<file path="config.mk">
export PLATFORM = sky130hd
export DESIGN_NAME = brcond_unit
export DESIGN_NICKNAME = d
export VERILOG_FILES = /design/src/rtl/brcond_pkg.sv /design/src/rtl/brcond_eval.sv /design/src/rtl/brcond_target.sv /design/src/rtl/brcond_cost.sv /design/src/rtl/brcond_unit.sv
export SDC_FILE = /design/constraint.sdc
export NUM_CORES = 1
export LEC_CHECK = 0
export ABC_AREA = 1
export CAP_MARGIN = 20
export CELL_PAD_IN_SITES_DETAIL_PLACEMENT = 0
export CELL_PAD_IN_SITES_GLOBAL_PLACEMENT = 1
export CORE_UTILIZATION = 47
export DETAILED_ROUTE_END_ITERATION = 7
export DONT_BUFFER_PORTS = 1
export PLACE_DENSITY_LB_ADDON = 0.1
export SYNTH_ARGS = -nofsm -noshare
export SYNTH_HDL_FRONTEND = slang
export SYNTH_SLANG_ARGS = --single-unit
</file>
<file path="constraint.sdc">
create_clock -name clk -period 5.4 [get_ports clk]
set_input_delay 0.81 -clock clk [delete_from_list [all_inputs] [get_ports clk]]
set_output_delay 0.81 -clock clk [all_outputs]
set_load 0.02 [all_outputs]
</file>
<file path="src/rtl/brcond_pkg.sv">
package brcond_pkg;

    // Opcode field positions decoded by this unit
    localparam int COND_LSB = 0;
    localparam int COND_W   = 4;
    localparam int COND_MSB = COND_LSB + COND_W - 1;
    localparam int EXT_BIT  = 4;
    localparam int DIR_BIT  = 5;

    typedef struct packed {
        logic c;
        logic o;
        logic s;
        logic z;
    } flags_t;

endpackage

</file>
<file path="src/rtl/brcond_eval.sv">
module brcond_eval
    import brcond_pkg::*;
(
    input  logic [COND_W-1:0] code_i,
    input  flags_t            flags_i,
    output logic              hit_o
);
    localparam int SEL_W = COND_W - 1;

    logic base;
    logic sov;

    always_comb begin
        sov = flags_i.s ^ flags_i.o;
        unique case (code_i[SEL_W-1:0])
            3'd0:    base = 1'b1;
            3'd1:    base = flags_i.c;
            3'd2:    base = flags_i.o;
            3'd3:    base = ~flags_i.s;
            3'd4:    base = flags_i.z;
            3'd5:    base = sov;
            3'd6:    base = flags_i.z | sov;
            default: base = flags_i.c ^ flags_i.s;
        endcase
        // upper half of the code space negates the lower half
        hit_o = base ^ code_i[COND_W-1];
    end

endmodule

</file>
<file path="src/rtl/brcond_target.sv">
module brcond_target #(
    parameter int WORD_W = 16
) (
    input  logic              back_i,
    input  logic [WORD_W-1:0] offset_i,
    input  logic [WORD_W-1:0] pc_i,
    output logic [WORD_W-1:0] target_o
);
    logic [WORD_W-1:0] addend;

    always_comb begin
        // complement equals negate-minus-one, so no incrementer is needed
        addend   = offset_i ^ {WORD_W{back_i}};
        target_o = pc_i + addend;
    end

endmodule

</file>
<file path="src/rtl/brcond_cost.sv">
module brcond_cost #(
    parameter int TAKEN_CYC     = 9,
    parameter int NOT_TAKEN_CYC = 7,
    parameter int CYC_W         = 4
) (
    input  logic             taken_i,
    output logic [CYC_W-1:0] cycles_o
);
    localparam logic [CYC_W-1:0] COST_T = CYC_W'(TAKEN_CYC);
    localparam logic [CYC_W-1:0] COST_N = CYC_W'(NOT_TAKEN_CYC);

    always_comb cycles_o = taken_i ? COST_T : COST_N;

endmodule

</file>
<file path="src/rtl/brcond_unit.sv">
module brcond_unit
    import brcond_pkg::*;
#(
    parameter int WORD_W        = 16,
    parameter int OP_W          = 10,
    parameter int TAKEN_CYC     = 9,
    parameter int NOT_TAKEN_CYC = 7,
    parameter int CYC_W         = $clog2(TAKEN_CYC + 1)
) (
    input  logic              clk,
    input  logic              rst_n,
    input  logic              start_i,
    input  logic [OP_W-1:0]   opcode_i,
    input  logic [WORD_W-1:0] offset_i,
    input  logic [WORD_W-1:0] pc_i,
    input  logic              flag_c_i,
    input  logic              flag_o_i,
    input  logic              flag_s_i,
    input  logic              flag_z_i,
    output logic              done_o,
    output logic              taken_o,
    output logic              unsupported_o,
    output logic [WORD_W-1:0] next_pc_o,
    output logic [CYC_W-1:0]  cycles_o
);
    typedef struct packed {
        logic              done;
        logic              taken;
        logic              unsup;
        logic [WORD_W-1:0] next_pc;
        logic [CYC_W-1:0]  cycles;
    } res_t;

    res_t st_d, st_q;

    flags_t            flags;
    logic [COND_W-1:0] code;
    logic              ext, back, hit, take;
    logic [WORD_W-1:0] target;
    logic [CYC_W-1:0]  cost;

    always_comb begin
        flags = '{c: flag_c_i, o: flag_o_i, s: flag_s_i, z: flag_z_i};
        code  = opcode_i[COND_MSB:COND_LSB];
        ext   = opcode_i[EXT_BIT];
        back  = opcode_i[DIR_BIT];
    end

    brcond_eval u_eval (
        .code_i  (code),
        .flags_i (flags),
        .hit_o   (hit)
    );

    // external-condition branches never redirect
    always_comb take = hit & ~ext;

    brcond_target #(.WORD_W(WORD_W)) u_target (
        .back_i   (back),
        .offset_i (offset_i),
        .pc_i     (pc_i),
        .target_o (target)
    );

    brcond_cost #(
        .TAKEN_CYC     (TAKEN_CYC),
        .NOT_TAKEN_CYC (NOT_TAKEN_CYC),
        .CYC_W         (CYC_W)
    ) u_cost (
        .taken_i  (take),
        .cycles_o (cost)
    );

    always_comb begin
        st_d      = st_q;
        st_d.done = 1'b0;
        if (start_i) begin
            st_d.done    = 1'b1;
            st_d.taken   = take;
            st_d.unsup   = ext;
            st_d.next_pc = take ? target : pc_i;
            st_d.cycles  = cost;
        end
    end

    always_ff @(posedge clk) begin
        if (!rst_n) st_q <= '0;
        else        st_q <= st_d;
    end

    always_comb begin
        done_o        = st_q.done;
        taken_o       = st_q.taken;
        unsupported_o = st_q.unsup;
        next_pc_o     = st_q.next_pc;
        cycles_o      = st_q.cycles;
    end

    assert_done_follows_start_R2: assert property (@(posedge clk) disable iff (!rst_n)
        start_i |=> done_o);

    assert_done_needs_start_R2: assert property (@(posedge clk) disable iff (!rst_n)
        done_o |-> $past(start_i));

    assert_cost_taken_R8: assert property (@(posedge clk) disable iff (!rst_n)
        (done_o && taken_o) |-> (cycles_o == CYC_W'(TAKEN_CYC)));

    assert_cost_not_taken_R8: assert property (@(posedge clk) disable iff (!rst_n)
        (done_o && !taken_o) |-> (cycles_o == CYC_W'(NOT_TAKEN_CYC)));

    assert_unsup_not_taken_R9: assert property (@(posedge clk) disable iff (!rst_n)
        (done_o && unsupported_o) |-> !taken_o);

    assert_unsup_from_opcode_R9: assert property (@(posedge clk) disable iff (!rst_n)
        start_i |=> (unsupported_o == $past(opcode_i[EXT_BIT])));

    assert_keep_pc_R7: assert property (@(posedge clk) disable iff (!rst_n)
        (done_o && !taken_o) |-> (next_pc_o == $past(pc_i)));

    assert_hold_R10: assert property (@(posedge clk) disable iff (!rst_n)
        !start_i |=> ($stable(next_pc_o) && $stable(taken_o)
                      && $stable(unsupported_o) && $stable(cycles_o)));

endmodule

</file>
* Yosys cells after proc, flatten, opt, wreduce, memory -nomap -nowiden
Cells that the tools add are included.
** Operators by class
- Reduce and logical (&&, ||, !) cells :: 1
- Equality and inequality tests :: 6
- $add $sub $neg :: 1
- Mux-type cells :: 4
- Bitwise gates (word level) :: 8
** Operators by type and width (count)
- 23-bit two-way mux :: 1
- 16-bit adder :: 1
- 16-bit two-way mux :: 1
- 16-bit XOR :: 1
- 3-bit == test (second input constant) :: 3
- 1-bit case mux with 7 select lines :: 1
- 3-bit by 2-bit == test with 1-bit output (second input constant) :: 2
- 4-bit two-way mux :: 1
- 3-bit by 1-bit == test with 1-bit output (second input constant) :: 1
- 3-bit logical NOT :: 1
- 1-bit XOR :: 3
- 1-bit inverter :: 2
- 1-bit bitwise AND :: 1
- 1-bit bitwise OR :: 1
** Word-level totals
- Bits in registers :: 23
- Word-level logic and storage cells :: 25
- Input bits :: 49
- Output and inout port bits :: 23

* Longest topological paths before layout
Gate-level depths: netlist (run 1).
- Depth after elaboration :: 7
- Gate-level depth with buffers :: 16
- Gate-level depth less buffers :: 14

* Hierarchy
A second synthesis (run 1) with hierarchy kept.
** Second synthesis, totals
- Cells, all modules :: 398
- Area, all modules :: 2474.9 um^2
** By module, submodules not included
- brcond_unit :: area an instance 1222.4 um^2, instances 1, cells each 170, seq. area each 460.4 um^2
- brcond_target :: area an instance 1106.1 um^2, instances 1, cells each 195, seq. area each 0.0 um^2
- brcond_eval :: area an instance 116.4 um^2, instances 1, cells each 28, seq. area each 0.0 um^2
- brcond_cost :: area an instance 30.0 um^2, instances 1, cells each 5, seq. area each 0.0 um^2

* Least setup slack after synthesis (run 1)
Ideal clock, no wire load.
- Path kind :: input port to flip-flop
- Start :: in opcode_i[5]
- End :: reg st_q, in the netlist next_pc_o[14]
- Library setup time :: 0.069 ns
- Stages :: 16
- Required time :: 5.331 ns
- Path slack :: 2.467 ns
- Arrival :: 2.864 ns
- Buffers on the path :: 2
- Path through :: clkbuf_1 > buf_2 > xor2_1 > ha_1 > fa_1 > nand3_1 > nand2_1 > nand2_1 > nand2_1 > nand3_1 > nand2_1 > nand2_1 > nand2_1 > nand2_2 > nand3_2 > a21oi_2
** On the way
- Word-level cells in the longest chain between the ends :: 3
** Ends and longest elaborated chain
- from (decl) :: RTL line brcond_unit.sv:13 : input logic [OP_W-1:0] opcode_i,
- 16-bit XOR :: RTL line brcond_target.sv:13 : addend = offset_i ^ {WORD_W{back_i}};
- 16-bit adder :: RTL line brcond_target.sv:14 : target_o = pc_i + addend;
- 16-bit two-way mux :: RTL line brcond_unit.sv:81 : st_d.next_pc = take ? target : pc_i;
- to (signal assigned) :: RTL line brcond_unit.sv:88 : else st_q <= st_d;
- to (decl) :: RTL line brcond_unit.sv:34 : res_t st_d, st_q;
Every way passes these cells.
A chain may end at the register's enable or synchronous reset.

* Worst setup path in the final report (run 1)
Ends and elaborated chain as after synthesis.

==> metrics.csv, run 1 <==
metric;value;unit
status;completed;
fin_worst_skew;0;ps
yosysWarnings;0;
place_area;2280;um2
syn_inst;363;
vias;2077;
ctsHoldBuffers;0;
clk_pin_slew;70;ps
use_met2;35.0;%
busiest_layer;met2;
finish.utilization;49.6;%
rsz0062_at_grt;false;
vdd_drop_max;0.0836;mV
die_x;71.8;um
worstSetupPathType;input pin to flip-flop;
drt_pre_antenna_iters;4;
synth_area;2290;um2
rr_worst_depth;2;
grt_pass1_vias;1906;
drc;0;
cts_sinks;21;
synth_fp_nets;430;
synth_top_area_share;18.4;%
ctsHtreeMaxLevel;1;
synthFlopType;dfxtp_1;
arrival;2580;ps
die_h;71.8;um
grt_max_degree;31;
ys_seq_elements;21;
cts_resized;0;
r2r_slack;4510;ps
final-setup-viol-count;0;
slew_headroom;62.8;%
leakagePower;1.27;nW
avgSynthCellArea;6.31;um2
grt_pass1_wl;8410;um
die_area;5160;um2
cts-root-buf;clkbuf_8;
areaGrowthSynthToFinish;1.53;%
finalMaxSlewViolations;0;
ios;72;
ys_top_cells_by_count;112 x nand2_1, 47 x inv_1, 30 x nor2_1, 25 x nand3_1, 23 x xor2_1;
r2r_start;taken_o$_SDFFE_PN0P_;
power_density;224;nW/um2
gp_congestion;0.852;
initial_core_util;48.8;%
slowest_delay;440;ps
seq_area;420;um2
min_period_over_period;44.3;%
use_met1;27.1;%
fin_crit;2390;ps
final-hold-violation-count;0;
yosys-top-cells-area;dfxtp_1 18%, nand2_1 18%, ha_1 9.3%;
layout-drive-gt1-share;11.5;%
worstHoldStart;cycles_o[0]$_SDFFE_PN0P_;
multi_input_area;1600;um2
drt_iter0_drc;56;
whs_path_depth;2;
maxCapViolations;0;
nFillCells;537;
synth_seq_area_share;18.4;%
max_freq;418;MHz
setup_ws;3010;ps
r2r_end;taken_o$_SDFFE_PN0P_;
worst_pin_slew;554;ps
clock_path_buffers;2;
postCtsSetupRepairBufs;0;
wl_per_cell;12.4;um
synth_top_cell_by_area;dfxtp_1;
detail-route-antenna-nets;0;
rows;25;
diodes;0;
cts_made_buffers;3;
end_kind;flip-flop;
stdcell_area;2330;um2
nNetsFinal;425;
dp.final_hpwl;4170;um
via_per_inst;5.05;
crit_required;5590;ps
critical_path_peak_fanout;16;
grtUsageTotal;20.5;%
p_total;0.521;mW
async_reset_ff_share;0;%
min_path_type;flip-flop to flip-flop;
critical-path-top-cell-by-count;nand2_1;
ys_types;30;
dp_slack;2750;ps
grt_antenna_before_repair;0;
clkLatencyLatePin;260;ps
yosysMostFrequentCell;nand2_1;
coreArea;4690;um2
synth_edf_count;0;
worstPathCellList;xor2_1, ha_1, fa_1, nand3_1, nand2_1, nand2_1, nand2_1, nand3_1, nand2_1, nand2_1, nand2_1, nand2_2, nand3_2, a21oi_2;
crit_path_top_delay_cell;fa_1;
wl;5100;um
critPathLaunchType;input pin;
holdPathEnd;cycles_o[0]$_SDFFE_PN0P_;
tns;0;ps
io_buffers;0;
cts_tree;done;
overflow;0;
use_met3;1.97;%
[registers in the layout, summed over array words and instances, names as in the netlist]
register	count
taken_o	1
cycles_o	2
done_o	1
next_pc_o	16
unsupported_o	1
[per-layer routing]
layer  vias up  part of all wire, %
li1       1120                    -
met1       896                   47
met2        56                   46
met3         5                  5.5
met4         0                  1.4
met5         -                    0
[cell families (layout without fill, tap and decap cells)]
family / after synthesis / in the layout / synth area share, %
simple gates: 205 / 205 / 42.2
buf+inv: 62 / 56 / 12.0
compound gates: 33 / 33 / 8.14
xor+xnor: 24 / 24 / 9.18
flops: 21 / 21 / 18.4
fa+ha+maj: 18 / 18 / 10.2
[cell type report]
type / instances / area share, %
Multi-Input combinational cell: 280 / 68.6
Inverter: 52 / 8.39
Clock inverter: 1 / 0.215
Sequential cell: 21 / 18.1
Clock buffer: 3 / 1.78
Tap cell: 54 / 2.90
[stage by stage]
| step | hold slack, ps | cells |
|---|---|---|
| after floorplan | 519 | 363 |
| after global placement | 531 | 407 |
| after detailed placement | 533 | 407 |
| after CTS | 546 | 411 |
| after global routing | 558 | 411 |
| final | 542 | 411 |
[critical path, delay by kind of cell]
kind,cells,cell delay (ps)
and+or+nand+nor,10,850
adders and majority gates,2,660
xor gates and xnor gates,1,140
AOI/OAI and AO/OA,1,110
[power breakdown]
part | internal (mW) | leakage, nW | switching (mW) | total, mW
logic | 0.0855 | 1.07 | 0.138 | 0.224
registers | 0.168 | 0.174 | 0.0256 | 0.194
clock network | 0.0515 | 0.0255 | 0.0518 | 0.103
[worst max path at each step]
stage | slack, ps | cells after the start | startpoint | end
global placement | 2760 | 14 | opcode_i[5] | next_pc_o[14]$_SDFFE_PN0P_
finish | 3010 | 14 | opcode_i[5] | next_pc_o[14]$_SDFFE_PN0P_
detailed placement | 2750 | 14 | opcode_i[5] | next_pc_o[14]$_SDFFE_PN0P_
global route | 2910 | 14 | opcode_i[5] | next_pc_o[14]$_SDFFE_PN0P_
floorplan | 2470 | 16 | opcode_i[5] | next_pc_o[14]$_SDFFE_PN0P_
CTS | 3020 | 14 | opcode_i[5] | next_pc_o[14]$_SDFFE_PN0P_
[cells in the final DEF (no fill, tap or decap)]
master and instances:
nand2_1 112, inv_1 47, nor2_1 30, nand3_1 25, xor2_1 23, a21oi_1 21, dfxtp_1 21, ha_1 17
nand2_2 12, nand3_2 11, nand4_1 6, o21ai_0 5, a21oi_2 5, inv_2 3, nand2_4 3, clkbuf_8 3
nor3_1 2, clkinv_1 2, nor2_2 1, nand3_4 1, nor2_4 1, nand3b_1 1, o21bai_1 1, o21ai_1 1
xnor2_1 1, fa_1 1, clkinv_2 1
No activity file was read; power rests on OpenSTA's default activity.
==> inputs of run 2 (changes only) <==
- ABC_AREA: 1 -> 0
- CORE_UTILIZATION: 47 -> 41
- clock period: 5.4 -> 1.9 ns (I/O delays scaled with it)
==> metrics.csv, run 2 <==
metric;value;unit;change
coreArea;4440;um2;was 4690 um2
cts_tree;done;;unchanged
grt_max_degree;35;;was 31
slew_headroom;69.0;%;was 62.8%
whs;107;ps;was 542 ps
min_path_type;input pin to flip-flop;;was flip-flop to flip-flop
end_kind;flip-flop;;unchanged
grt_pass1_wl;8110;um;was 8410 um
drc;12;;was 0
final-setup-viol-count;5;;was 0
multi_input_area;1460;um2;was 1600 um2
synth_seq_area_share;21.6;%;was 18.4%
wl;5080;um;was 5100 um
die_area;5020;um2;was 5160 um2
layout_common_cells;35 x buf_4, 27 x a21oi_1, 21 x dfxtp_1;;was 112 x nand2_1, 47 x inv_1, 30 x nor2_1
yosys-top-cells-area;dfxtp_1 22%, ha_1 11%, xor2_1 8.6%;;was dfxtp_1 18%, nand2_1 18%, ha_1 9.3%
areaGrowthSynthToFinish;17.2;%;was 1.53%
ctsHoldBuffers;0;;unchanged
crit_path_top_delay_cell;or4_1;;was fa_1
die_h;70.8;um;was 71.8 um
drt_pre_antenna_iters;6;;was 4
finalMaxSlewViolations;0;;unchanged
avgSynthCellArea;8.38;um2;was 6.31 um2
postCtsSetupRepairBufs;0;;unchanged
gp_congestion;0.796;;was 0.852
cts_made_buffers;3;;unchanged
via_per_inst;5.87;;was 5.05
r2r_start;taken_o$_SDFFE_PN0P_;;unchanged
nNetsFinal;324;;was 425
violations;design-rule violations, negative setup slack;;
wl_per_cell;16.5;um;was 12.4 um
worstSetupPathType;input pin to flip-flop;;unchanged
io_buffers;0;;unchanged
nFillCells;469;;was 537
synth_top_area_share;21.6;%;was 18.4%
stdcell_area;2280;um2;was 2330 um2
cts_sinks;21;;unchanged
ys_types;46;;was 30
maxCapViolations;0;;unchanged
synth_top_cell_by_area;dfxtp_1;;unchanged
drt_iter0_drc;79;;was 56
critPathLaunchType;input pin;;unchanged
clock_path_buffers;2;;unchanged
place_area;2210;um2;was 2280 um2
cp-startpoint;opcode_i[5];;unchanged
grtUsageTotal;20.1;%;was 20.5%
synth_fp_nets;299;;was 430
rr_worst_depth;2;;unchanged
ys_top_cells_by_count;28 x a21oi_1, 21 x dfxtp_1, 19 x xor2_1, 17 x ha_1;;was 112 x nand2_1, 47 x inv_1, 30 x nor2_1, 25 x nand3_1, 23 x xor2_1
ys_seq_elements;21;;unchanged
r2r_end;taken_o$_SDFFE_PN0P_;;unchanged
r2r_slack;970;ps;was 4510 ps
detail-route-antenna-nets;0;;unchanged
synth_edf_count;0;;unchanged
fin_worst_skew;0;ps;unchanged
clkLatencyLatePin;260;ps;about the same
worst_pin_slew;459;ps;was 554 ps
die_x;70.8;um;was 71.8 um
power_density;689;nW/um2;was 224 nW/um2
clk_pin_slew;80;ps;was 70 ps
layout-drive-gt1-share;19.1;%;was 11.5%
whs_path_depth;1;;was 2
ios;72;;unchanged
syn_inst;232;;was 363
setup_ws;-173;ps;was 3010 ps
status;finished with violations;;was completed
layout_commonest_cell;buf_4;;was nand2_1
arrival;2280;ps;was 2580 ps
async_reset_ff_share;0;%;unchanged
grt_antenna_before_repair;0;;unchanged
min_period_over_period;109;%;
crit_required;2110;ps;was 5590 ps
diodes;0;;unchanged
rsz0062_at_grt;true;;was false
vdd_drop_max;0.270;mV;was 0.0836 mV
finish.utilization;51.2;%;was 49.6%
rows;24;;was 25
grt_pass1_vias;1735;;was 1906
yosysMostFrequentCell;a21oi_1;;was nand2_1
worstPathCellList;xor2_1, ha_2, fa_2, a211oi_2, o21ai_2, nor2b_1, or4_1, a211oi_1, nand2b_1;;was xor2_1, ha_1, fa_1, nand3_1, nand2_1, nand2_1, nand2_1, nand3_1, nand2_1, nand2_1, nand2_1, nand2_2, nand3_2, a21oi_2
max_freq;482;MHz;
largest_reg_flops;16;;unchanged
initial_core_util;43.7;%;was 48.8%
leakagePower;1.02;nW;was 1.27 nW
critical_path_peak_fanout;16;;unchanged
cts-root-buf;clkbuf_8;;unchanged
ctsHtreeMaxLevel;1;;unchanged
slowest_delay;460;ps;was 440 ps
fin_crit;2070;ps;
yosysWarnings;0;;unchanged
dp.final_hpwl;4160;um;was 4170 um
overflow;0;;unchanged
synthFlopType;dfxtp_1;;unchanged
vias;1807;;was 2077
seq_area;420;um2;unchanged
final-hold-violation-count;0;;unchanged
critPathCapture;next_pc_o[14]$_SDFFE_PN0P_;;unchanged
synth_area;1940;um2;was 2290 um2
## run 2: changes by cell type in the layout (fill, tap and decap cells not counted), moves of 6 or more
cell and change:
nor2_1 -22, nand2_1 -106, a21oi_1 +6, o21ai_0 +8, nand2_2 -12, nand3_2 -11
and3_1 +6, nand3_1 -21, buf_4 +35, inv_1 -40, xnor2_1 +10, mux2i_1 +13
## run 2: metrics by stage
stage          instances  setup slack (ps)  power [mW]  TNS [ps]
2_1_floorplan        232              -668        1.07     -3340
3_3_place_gp         304              -438        1.26     -2270
3_5_place_dp         304              -448        1.28     -2800
4_1_cts              308              -184        1.57      -485
5_1_grt              308              -265        1.67     -1580
6_report             308              -173        1.57      -493
## run 2: report_power, final
part | internal, mW | switching, mW | leakage (nW) | total, mW
sequential | 0.480 | 0.0779 | 0.174 | 0.557
clock | 0.149 | 0.141 | 0.0228 | 0.290
combinational | 0.369 | 0.353 | 0.823 | 0.722
total | 0.998 | 0.572 | 1.02 | 1.57
## run 2: worst min-delay path by stage
stage	startpoint	end	slack (ps)
detailed placement	start_i	next_pc_o[0]$_SDFFE_PN0P_	380
global placement	start_i	next_pc_o[0]$_SDFFE_PN0P_	380
floorplan	opcode_i[4]	unsupported_o$_SDFFE_PN0P_	430
global route	start_i	next_pc_o[5]$_SDFFE_PN0P_	100
CTS	start_i	next_pc_o[0]$_SDFFE_PN0P_	100
finish	start_i	next_pc_o[0]$_SDFFE_PN0P_	110
## run 2: timing repair
item / CTS / global route
pin swaps: 2 / 0
setup endpoints to repair: 6 / 8
gates resized for setup: 2 / 0
## run 2: area by class of cell
cell class	count	area share (%)
clock buffers	4	1.98
multi-input cells	189	64.0
inverters	7	1.15
well taps	52	2.86
repair buffers	35	11.5
flip-flops and latches	21	18.5
## run 2: routing by layer
layer,GRT usage [%],part of all wire (%)
met1,26.7,46
met2,34.0,48
met4,5.78,0.32
met5,0,0
met3,2.99,5.8
## run 2: cell families (layout without fill, tap and decap cells)
| kind of cell | count (synthesis) | after routing | synth area share (%) |
|---|---|---|---|
| AO/OA/AOI/OAI | 79 | 79 | 25.8 |
| AND/OR/NAND/NOR | 47 | 47 | 13.7 |
| XOR/XNOR | 30 | 30 | 13.5 |
| buffers and inverters | 22 | 46 | 5.41 |
| flip-flops | 21 | 21 | 21.6 |
| adder cells (fa/ha/maj) | 18 | 18 | 12.0 |
| multiplexers | 15 | 15 | 7.98 |
## run 2: critical path, delay by kind of cell
kind                     cells  cell delay [ps]
AND/OR/NAND/NOR              3              720
AO/OA/AOI/OAI                3              570
adder cells (fa/ha/maj)      2              540
XOR/XNOR                     1              150
==> inputs of run 3 (changes only) <==
- CORE_UTILIZATION: 41 -> 43
- CTS_BUF_LIST: default -> sky130_fd_sc_hd__clkbuf_2 sky130_fd_sc_hd__clkbuf_4 sky130_fd_sc_hd__clkbuf_8
- SETUP_SLACK_MARGIN: default -> 0.02
==> metrics.csv, run 3 (same netlist as run 2, synthesis figures left out) <==
metric;value;unit;change
status;finished with violations;;unchanged
violations;negative setup slack;;was design-rule violations, negative setup slack
grt_pass1_vias;1828;;was 1735
cp-startpoint;opcode_i[5];;unchanged
rows;24;;unchanged
switching_power;0.614;mW;was 0.572 mW
r2r_end;taken_o$_SDFFE_PN0P_;;unchanged
rsz0062_at_grt;true;;unchanged
fin_worst_skew;0;ps;unchanged
min_path_type;input pin to flip-flop;;unchanged
dp_slack;-480;ps;was -448 ps
drt_pre_antenna_iters;4;;was 6
largest_reg_flops;16;;unchanged
vias;1811;;was 1807
grt_antenna_before_repair;0;;unchanged
end_kind;flip-flop;;unchanged
vdd_drop_max;0.270;mV;about the same
detail-route-antenna-nets;0;;unchanged
grt_max_degree;35;;unchanged
worst_pin_slew;409;ps;was 459 ps
nNetsFinal;328;;was 324
fin_crit;2090;ps;was 2070 ps
critPathCapture;next_pc_o[14]$_SDFFE_PN0P_;;unchanged
power_density;682;nW/um2;was 689 nW/um2
critical_path_peak_fanout;16;;unchanged
critPathLaunchType;input pin;;unchanged
p_total;1.66;mW;was 1.57 mW
final-setup-viol-count;3;;was 5
seqPwrFrac;33.6;%;was 35.5%
r2r_slack;980;ps;was 970 ps
die_h;69.2;um;was 70.8 um
ctsHoldBuffers;0;;unchanged
internal_power;1.05;mW;was 0.998 mW
initial_core_util;44.6;%;was 43.7%
dp.final_hpwl;4170;um;was 4160 um
worstSetupPathType;input pin to flip-flop;;unchanged
via_per_inst;5.80;;was 5.87
max_freq;478;MHz;was 482 MHz
overflow;0;;unchanged
drt_iter0_drc;99;;was 79
grtUsageTotal;21.8;%;was 20.1%
r2r_start;taken_o$_SDFFE_PN0P_;;unchanged
final-hold-violation-count;0;;unchanged
clock_path_buffers;2;;unchanged
layout_commonest_cell;buf_4;;unchanged
clk_pin_slew;80;ps;about the same
maxCapViolations;0;;unchanged
slew_headroom;72.7;%;was 69.0%
layout-drive-gt1-share;25.8;%;was 19.1%
cts-root-buf;clkbuf_8;;unchanged
io_buffers;0;;unchanged
diodes;0;;unchanged
p_sw_share;37.0;%;was 36.4%
leakagePower;1.06;nW;was 1.02 nW
clkLatencyLatePin;260;ps;about the same
die_x;69.2;um;was 70.8 um
cts_sinks;21;;unchanged
min_period_over_period;110;%;was 109%
layout_common_cells;36 x buf_4, 26 x a21oi_1, 21 x dfxtp_1;;was 35 x buf_4, 27 x a21oi_1, 21 x dfxtp_1
grt_pass1_wl;8610;um;was 8110 um
finalMaxSlewViolations;0;;unchanged
die_area;4790;um2;was 5020 um2
arrival;2300;ps;was 2280 ps
wl;5320;um;was 5080 um
ios;72;;unchanged
wl_per_cell;17.0;um;was 16.5 um
crit_required;2110;ps;about the same
gp_congestion;0.843;;was 0.796
setup_ws;-190;ps;was -173 ps
ctsHtreeMaxLevel;1;;unchanged
coreArea;4350;um2;was 4440 um2
areaGrowthSynthToFinish;25.2;%;was 17.2%
cts_tree;done;;unchanged
drc;0;;was 12
power_frac_clock;17.9;%;was 18.5%
cts_made_buffers;3;;unchanged
rr_worst_depth;2;;unchanged
comb_power_share;48.5;%;was 46.0%
-- run 3: area by class of cell --
class / instances / area (um2)
Tap cell: 52 / 65.1
Inverter: 7 / 26.3
Multi-Input combinational cell: 189 / 1570
Fill cell: 409 / 1920
Sequential cell: 21 / 420
Clock buffer: 3 / 41.3
Clock inverter: 1 / 5.00
Timing Repair Buffer: 39 / 304
-- run 3: power groups by stage --
| stage | Clock (mW) | Combinational (mW) | Sequential (mW) |
|---|---|---|---|
| after floorplan | 0 | 0.512 | 0.555 |
| after global placement | 0 | 0.696 | 0.567 |
| after detailed placement | 0 | 0.712 | 0.568 |
| after CTS | 0.300 | 0.749 | 0.558 |
| after global routing | 0.321 | 0.883 | 0.561 |
| final | 0.297 | 0.805 | 0.557 |
-- run 3: how the worst min path moves through the flow --
stage	depth (start not counted)	slack (ps)	start	end
floorplan	2	430	opcode_i[4]	unsupported_o$_SDFFE_PN0P_
global placement	1	380	start_i	next_pc_o[1]$_SDFFE_PN0P_
detailed placement	1	380	start_i	next_pc_o[0]$_SDFFE_PN0P_
CTS	1	100	start_i	next_pc_o[1]$_SDFFE_PN0P_
global route	1	100	start_i	next_pc_o[0]$_SDFFE_PN0P_
finish	1	110	start_i	next_pc_o[1]$_SDFFE_PN0P_
-- run 3: routing by layer --
layer | share of wire (%) | GRT usage [%] | up-vias
met3 | 4.5 | 3.05 | 5
met2 | 50 | 37.8 | 52
met4 | 0.98 | 5.67 | 0
li1 | - | - | 903
met1 | 45 | 28.2 | 851
met5 | 0 | 0 | -
-- run 3: worst max-delay path: stages --
cell and delay (ps):
xor2_2 160, ha_2 180, fa_2 380, a211oi_4 250, o21ai_2 80, nor2b_1 150, or4_1 470, a211oi_1 220
nand2b_1 120
-- run 3: repair_timing --
action,in CTS,in global routing
endpoints found under the setup margin,7,9
buffers inserted,2,1
pin swaps,7,10
gates resized for setup,8,14
-- run 3: through the flow --
step / cell area [um2] / util, % / hold slack [ps] / TNS [ps] / std cells
floorplan: 2000 / - / 432 / -3340 / 232
detailed placement: 2230 / 51.2 / 379 / -2990 / 306
global route: 2430 / 55.9 / 95.8 / -596 / 312
CTS: 2330 / 53.4 / 99.6 / -343 / 311
global placement: 2230 / 51.2 / 379 / -2290 / 306
finish: 2430 / 55.9 / 109 / -394 / 312
